--- src/rtl/apm_pkg.sv ---
// Package: shared codes and types for the power-management command port.
// Assumes 8-bit command bytes; the two reserved codes are fixed values.
package apm_pkg;
    localparam logic [7:0] CODE_ACPI_ON  = 8'hF1;
    localparam logic [7:0] CODE_ACPI_OFF = 8'hF0;
    localparam logic [7:0] SMM_DONE_VAL  = 8'h02;

    // Classification of one host write to the command location
    typedef enum logic [1:0] {
        REQ_NONE = 2'd0,
        REQ_ON   = 2'd1,
        REQ_OFF  = 2'd2,
        REQ_TRAP = 2'd3
    } cmd_req_e;
endpackage

--- src/rtl/apm_cfg_bank.sv ---
// Module: bank of configuration bytes, one of which carries the SMI gate bit.
// Assumes synchronous active-low reset; the strap selects the gate byte's
// reset value (SMM already initialised when SMM support is absent).
module apm_cfg_bank #(
    parameter int NBYTES    = 4,
    parameter int GATE_BYTE = 3,
    parameter int GATE_BIT  = 1,
    localparam int AW       = (NBYTES > 1) ? $clog2(NBYTES) : 1
) (
    input  logic          clk,
    input  logic          rst_n,
    input  logic          strap_dis,
    input  logic          wr,
    input  logic [AW-1:0] addr,
    input  logic [7:0]    wdata,
    output logic [7:0]    rdata,
    output logic          gate
);
    import apm_pkg::*;

    logic [7:0] byte_q [NBYTES];

    for (genvar i = 0; i < NBYTES; i++) begin : g_byte
        localparam bit IS_GATE = (i == GATE_BYTE);
        // Hold one configuration byte; reset value depends on strap for the gate byte
        always_ff @(posedge clk) begin
            if (!rst_n)
                byte_q[i] <= (IS_GATE && strap_dis) ? SMM_DONE_VAL : 8'h00;
            else if (wr && addr == AW'(i))
                byte_q[i] <= wdata;
        end
    end

    // Read mux over the bank
    always_comb rdata = byte_q[addr];

    // Gate bit comes from the stored value, before any same-cycle write
    always_comb gate = byte_q[GATE_BYTE][GATE_BIT];
endmodule

--- src/rtl/apm_cmd_regs.sv ---
// Module: command and scratch bytes on the host I/O port, plus decode of
// each command write into a request class. Assumes a single-cycle write strobe.
module apm_cmd_regs (
    input  logic              clk,
    input  logic              rst_n,
    input  logic              wr,
    input  logic              addr,
    input  logic [7:0]        wdata,
    output logic [7:0]        rdata,
    output apm_pkg::cmd_req_e req
);
    import apm_pkg::*;

    logic [7:0] cmd_q;
    logic [7:0] scratch_q;
    logic       cmd_wr;

    always_comb cmd_wr = wr && !addr;

    // Store the last command byte
    always_ff @(posedge clk) begin
        if (!rst_n)      cmd_q <= 8'h00;
        else if (cmd_wr) cmd_q <= wdata;
    end

    // Store the free scratch byte
    always_ff @(posedge clk) begin
        if (!rst_n)          scratch_q <= 8'h00;
        else if (wr && addr) scratch_q <= wdata;
    end

    // Classify the incoming command write
    always_comb begin
        if (!cmd_wr)                     req = REQ_NONE;
        else if (wdata == CODE_ACPI_ON)  req = REQ_ON;
        else if (wdata == CODE_ACPI_OFF) req = REQ_OFF;
        else                             req = REQ_TRAP;
    end

    // Read-back mux
    always_comb rdata = addr ? scratch_q : cmd_q;
endmodule

--- src/rtl/apm_event_ctl.sv ---
// Module: SCI enable bit and the latched SMI level. Assumes requests arrive
// already classified; a new trap request wins over a same-cycle clear.
module apm_event_ctl (
    input  logic              clk,
    input  logic              rst_n,
    input  apm_pkg::cmd_req_e req,
    input  logic              gate,
    input  logic              smi_clr,
    output logic              sci_en,
    output logic              smi
);
    import apm_pkg::*;

    logic sci_q;
    logic smi_q;
    logic smi_set;

    always_comb smi_set = (req == REQ_TRAP) && gate;

    // Track ACPI mode from the two reserved codes only
    always_ff @(posedge clk) begin
        if (!rst_n)              sci_q <= 1'b0;
        else if (req == REQ_ON)  sci_q <= 1'b1;
        else if (req == REQ_OFF) sci_q <= 1'b0;
    end

    // Hold SMI until cleared; a set in the same cycle takes priority
    always_ff @(posedge clk) begin
        if (!rst_n)       smi_q <= 1'b0;
        else if (smi_set) smi_q <= 1'b1;
        else if (smi_clr) smi_q <= 1'b0;
    end

    always_comb sci_en = sci_q;
    always_comb smi    = smi_q;
endmodule

--- src/rtl/apm_smi_port.sv ---
// Module: top of the power-management command port. Joins the host I/O
// registers, the configuration bank and the event control. Assumes a
// synchronous active-low reset and one clock domain.
module apm_smi_port #(
    parameter int CFG_BYTES = 4,
    parameter int GATE_BYTE = 3,
    parameter int GATE_BIT  = 1,
    localparam int CFG_AW   = (CFG_BYTES > 1) ? $clog2(CFG_BYTES) : 1
) (
    input  logic              clk,
    input  logic              rst_n,
    input  logic              smm_strap_dis,
    input  logic              io_wr,
    input  logic              io_addr,
    input  logic [7:0]        io_wdata,
    output logic [7:0]        io_rdata,
    input  logic              cfg_wr,
    input  logic [CFG_AW-1:0] cfg_addr,
    input  logic [7:0]        cfg_wdata,
    output logic [7:0]        cfg_rdata,
    input  logic              smi_clr,
    output logic              sci_en,
    output logic              smi
);
    import apm_pkg::*;

    cmd_req_e req;
    logic     smi_gate;

    apm_cmd_regs u_cmd (
        .clk   (clk),
        .rst_n (rst_n),
        .wr    (io_wr),
        .addr  (io_addr),
        .wdata (io_wdata),
        .rdata (io_rdata),
        .req   (req)
    );

    apm_cfg_bank #(
        .NBYTES    (CFG_BYTES),
        .GATE_BYTE (GATE_BYTE),
        .GATE_BIT  (GATE_BIT)
    ) u_cfg (
        .clk       (clk),
        .rst_n     (rst_n),
        .strap_dis (smm_strap_dis),
        .wr        (cfg_wr),
        .addr      (cfg_addr),
        .wdata     (cfg_wdata),
        .rdata     (cfg_rdata),
        .gate      (smi_gate)
    );

    apm_event_ctl u_evt (
        .clk     (clk),
        .rst_n   (rst_n),
        .req     (req),
        .gate    (smi_gate),
        .smi_clr (smi_clr),
        .sci_en  (sci_en),
        .smi     (smi)
    );
endmodule

--- config.mk ---
export PLATFORM = sky130hd
export DESIGN_NAME = apm_smi_port
export DESIGN_NICKNAME = d
export VERILOG_FILES = /design/src/rtl/apm_pkg.sv /design/src/rtl/apm_cfg_bank.sv /design/src/rtl/apm_cmd_regs.sv /design/src/rtl/apm_event_ctl.sv /design/src/rtl/apm_smi_port.sv
export SDC_FILE = /design/constraint.sdc
export NUM_CORES = 1
export LEC_CHECK = 0
export BUFFER_PORTS_ARGS = -buffer_cell sky130_fd_sc_hd__buf_2
export CAP_MARGIN = 10
export CELL_PAD_IN_SITES_DETAIL_PLACEMENT = 1
export CELL_PAD_IN_SITES_GLOBAL_PLACEMENT = 1
export CORE_MARGIN = 5
export CORE_UTILIZATION = 30
export DETAILED_ROUTE_END_ITERATION = 12
export PLACE_DENSITY_LB_ADDON = 0.12
export SYNTH_ARGS = -nofsm -noshare
export SYNTH_HDL_FRONTEND = slang
export SYNTH_SLANG_ARGS = --single-unit
--- constraint.sdc ---
create_clock -name clk -period 2.4 [get_ports clk]
set_input_delay 0.36 -clock clk [delete_from_list [all_inputs] [get_ports clk]]
set_output_delay 0.36 -clock clk [all_outputs]
set_load 0.005 [all_outputs]
# Yosys cells after proc, flatten, opt, wreduce, memory -nomap -nowiden

Memories as Yosys holds them, arrays and structs flattened.
Cells that the tools add are included.

Register bits after elaboration: 18
Memories: 1
Input bits: 25
Bits in writable memories: 32

Memories:

| name         | words | width | read ports | clocked after memory_dff | wr ports | line               | source |
|---|---|---|---|---|---|---|---|
| u_cfg.byte_q | 4     | 8     | 2          | 0                        | 4        | apm_cfg_bank.sv:21 | `logic [7:0] byte_q [NBYTES];` |

Reduce and logical (&&, ||, !) cells: 11
Bitwise logic cells: 4
Multiplexer cells: 26
Eq/ne operators: 8

Operators by type and width:

| cell                                                                   | count |
|---|---|
| 8-bit 2-to-1 mux                                                       | 5 |
| 1-bit 2-to-1 mux                                                       | 18 |
| 8-bit equality test (second input constant)                            | 2 |
| 2-bit equality test (second input constant)                            | 4 |
| 1-bit logical AND                                                      | 7 |
| 2-bit 2-to-1 mux                                                       | 3 |
| 2-bit by 1-bit equality test with 1-bit output (second input constant) | 2 |
| 1-bit OR                                                               | 4 |
| 2-bit nonzero test                                                     | 2 |
| 2-bit logical NOT                                                      | 1 |
| 1-bit logical NOT                                                      | 1 |

# Depth between registers and ports, before layout

Depth in word-level cells: 7
Gate-level depth with buffers: 7

# Cells and area by module

Synthesis repeated with hierarchy kept, for this count alone.

Cell total of the unflattened synthesis: 193
Area total of the unflattened synthesis: 2272.2 um2

By module, submodules not included:

| module        | area an instance (um2) | cells an instance | times used | sequential area each (um2) |
|---|---|---|---|---|
| apm_cfg_bank  | 1410.1                 | 97                | 1          | 960.9 |
| apm_cmd_regs  | 759.5                  | 86                | 1          | 320.3 |
| apm_event_ctl | 102.6                  | 10                | 1          | 40.0 |

# Least setup slack after synthesis

Ideal clock, no wire load.

Kind: input-to-reg
Start point: in cfg_addr[1]
End point: mem u_cfg.byte_q[2][0] (enable)
Data required time: 2016 ps
Data arrival time: 1453 ps
Setup slack: 563 ps
Setup time: 384 ps
Buffers on the path: 2
Cell stages on the path: 4
Cell sequence: clkbuf_2 buf_2 nand2_1 o21ai_0

RTL lines:

| what        | line               | source |
|---|---|---|
| from (decl) | apm_smi_port.sv:18 | `input logic [CFG_AW-1:0] cfg_addr,` |
| to (decl)   | apm_cfg_bank.sv:21 |  |

# Final worst setup path

Start point: in cfg_addr[0]
End point: out cfg_rdata[4]

Longest elaborated chain between the ends: 1

Ends and longest elaborated chain:

| what                  | line               | source |
|---|---|---|
| memory read 4 x 8 bit | n/a                |  |
| to (decl)             | apm_smi_port.sv:20 | `output logic [7:0] cfg_rdata,` |

No other way between the ends.

==> metrics <==
I/O Buffers 42; final setup violating endpoints 0; Inst Count DP 326; nets 258; Initial Util 0.307; clk slew on worst S/H paths 100 ps; minimum clock period 1900 ps; CP Data Required Time 2040 ps; Pwr per Cell Area 604 mW/mm^2; Slew Viols, Final 0; final core utilization 0.357; overall routing resource usage 0.113; post-synthesis sequential area ratio 0.557; core outline area 0.00773 sq mm; Storage cell area 0.00132 sq mm; Vias 1541; Die Area 0.00979 sq mm; Worst-Margin Slew 617 ps; maximum VDD drop 0.220 mV; register bit total from synthesis 50; Worst path most repeated cell buf_2; CP startpoint kind input pin; Reg-to-Reg Start u_cmd.cmd_q[7]; Clock Sink Count 50; Antenna Nets Post-Route 0; clock latency at the later pin of the worst-skew pair 300 ps; # rows 32; DP Wirelength 3.74 mm; grt ovf 0; crit path capture type output pin; status complete, no violations; min-delay worst type input pin to flop; RSZ-0062 raised after global routing no; fmax 0.527 GHz; hold slack 319 ps; cts bufs inserted 5; post-route setup TNS 0 ps; design area 0.00276 sq mm; CTS tree done; Post-CTS Setup Inserts 0; CP Cell Sequence buf_2 -> mux4_1 -> buf_2; CP Class input pin to output pin; dpl cell area 0.00267 sq mm; per-cell routed wire length 16.1 um; Synth-to-Final Area Change 16.2%; Clock Skew 4.79 ps; number of diodes 0; number of global-route vias before repair 1642; Max Root-Sink Buffers 2; die height 99.0 um; Resized Gates After CTS 0; Synth warnings 0; max_slew headroom 0.588; synthesized area 0.00237 sq mm; DRT Pass-1 Iters 4; I/O Pins 43; initial antenna violation count 0; final hold vios 0; worst r2r dst u_cmd.cmd_q[7]; Die Wd 99.0 um; fin cells 334; Crit path arrival time 1540 ps; Distinct cells, synth 31; flop-to-flop setup slack 1690 ps; vias per inst 4.61; CTS Hold Bufs 0; Max Cap Viol 0; Lkg Pwr 1.08 nW; Clock Tree Root clkbuf_8; hold-critical path endpoint u_evt.smi; layout cells sized above 1 0.310; pre-CTS setup slack 488 ps; Synth Area per Inst 12.6 sq um; worst hold start smi_clr; Synth Instances 188; drt drc 0; first-pass GRT wire length 8.43 mm; CP max stage cell mux4_1; total power 1.67 mW; FILL cells 846; CP max FO 16; crit-path max cell delay 630 ps; largest net degree at the start of global routing 23; GP Congestion 0.656; cells on worst reg2reg path 2; final worst slack 504 ps; drt total wl 5.36 mm; fin crit share 0.790; drt first-iter violations 45; H-tree depth 2; syn_nets 215; Multi-input gate area 972 sq um; Hold Path Cell Cnt 3
-- routing by layer --
metal,share of wire,wire length [um],global-route usage,vias up
li1,-,-,-,753
met1,0.44,2380,0.137,749
met2,0.50,2670,0.195,37
met3,0.057,304,0.0290,2
met4,0.0021,11,0.0347,0
met5,0,0,0,-
-- Yosys cell counts (all sizes together) --
cell type	instances	share of area
nand2b	2	0.0053
nand4b	1	0.0037
nor3b	2	0.016
mux2i	1	0.0042
inv	1	0.0016
clkbuf	3	0.0053
a21o	1	0.0032
nor4b	1	0.0063
dfxtp	18	0.15
nor2b	2	0.0053
edfxtp	32	0.40
nand3	9	0.019
nand3b	1	0.0032
a21boi	17	0.054
nand2	33	0.053
buf	8	0.027
and2	31	0.082
mux2	9	0.043
o21ai	1	0.0021
nor2	2	0.0063
ha	2	0.011
mux4	8	0.082
a21oi	2	0.0042
nor3	1	0.0069
-- placed cells by master, fill, tap and decap left out, types with 4 or more instances in the layout --
cell type	instances
nand2_1	32
a21boi_0	17
clkbuf_8	5
buf_2	42
mux2_2	9
nand3_1	9
and2_1	31
dfxtp_1	18
mux4_2	4
mux4_1	4
buf_4	5
edfxtp_1	32
-- area by class of cell --
cell class | count | area share
clock buffer | 5 | 0.0250
inverter | 1 | 0.00136
timing repair buffer | 47 | 0.0898
clock inverter | 3 | 0.00590
tap | 102 | 0.0463
sequential | 50 | 0.479
multi-input combinational | 126 | 0.353
-- how the worst max path moves through the flow --
stage                 from            endpoint  slack, ps  depth (start not counted)
4_1_cts        cfg_addr[0]        cfg_rdata[4]        490                          3
2_1_floorplan  cfg_addr[1]  u_cfg.byte_q[2][0]        560                          4
3_5_place_dp   cfg_addr[0]        cfg_rdata[4]        490                          3
3_3_place_gp   cfg_addr[0]        cfg_rdata[4]        480                          3
6_report       cfg_addr[0]        cfg_rdata[4]        500                          3
5_1_grt        cfg_addr[0]        cfg_rdata[4]        420                          3
-- flip-flops by register name, summed over array words and instances (netlist names) --
signal	flops
u_cmd.cmd_q	8
u_evt.smi	1
u_cmd.scratch_q	8
u_cfg.byte_q	32
u_evt.sci_en	1
-- report_power, final --
group / internal, mW / leakage, nW / switching (mW)
Clock: 0.201 / 0.0432 / 0.283
Combinational: 0.0934 / 0.575 / 0.105
Sequential: 0.969 / 0.462 / 0.0155
-- worst max-delay path: cells and delay by family --
kind,cells,cell delay [ps]
buf+inv,2,540
mux,1,630
-- cell families after synthesis --
logic type,synth area share
adders and majority gates,0.0105
DFF,0.557
AOI/OAI and AO/OA,0.0633
muxes,0.129
buffers and inverters,0.0337
and+or+nand+nor,0.207
(Power assumes the default switching activity.)
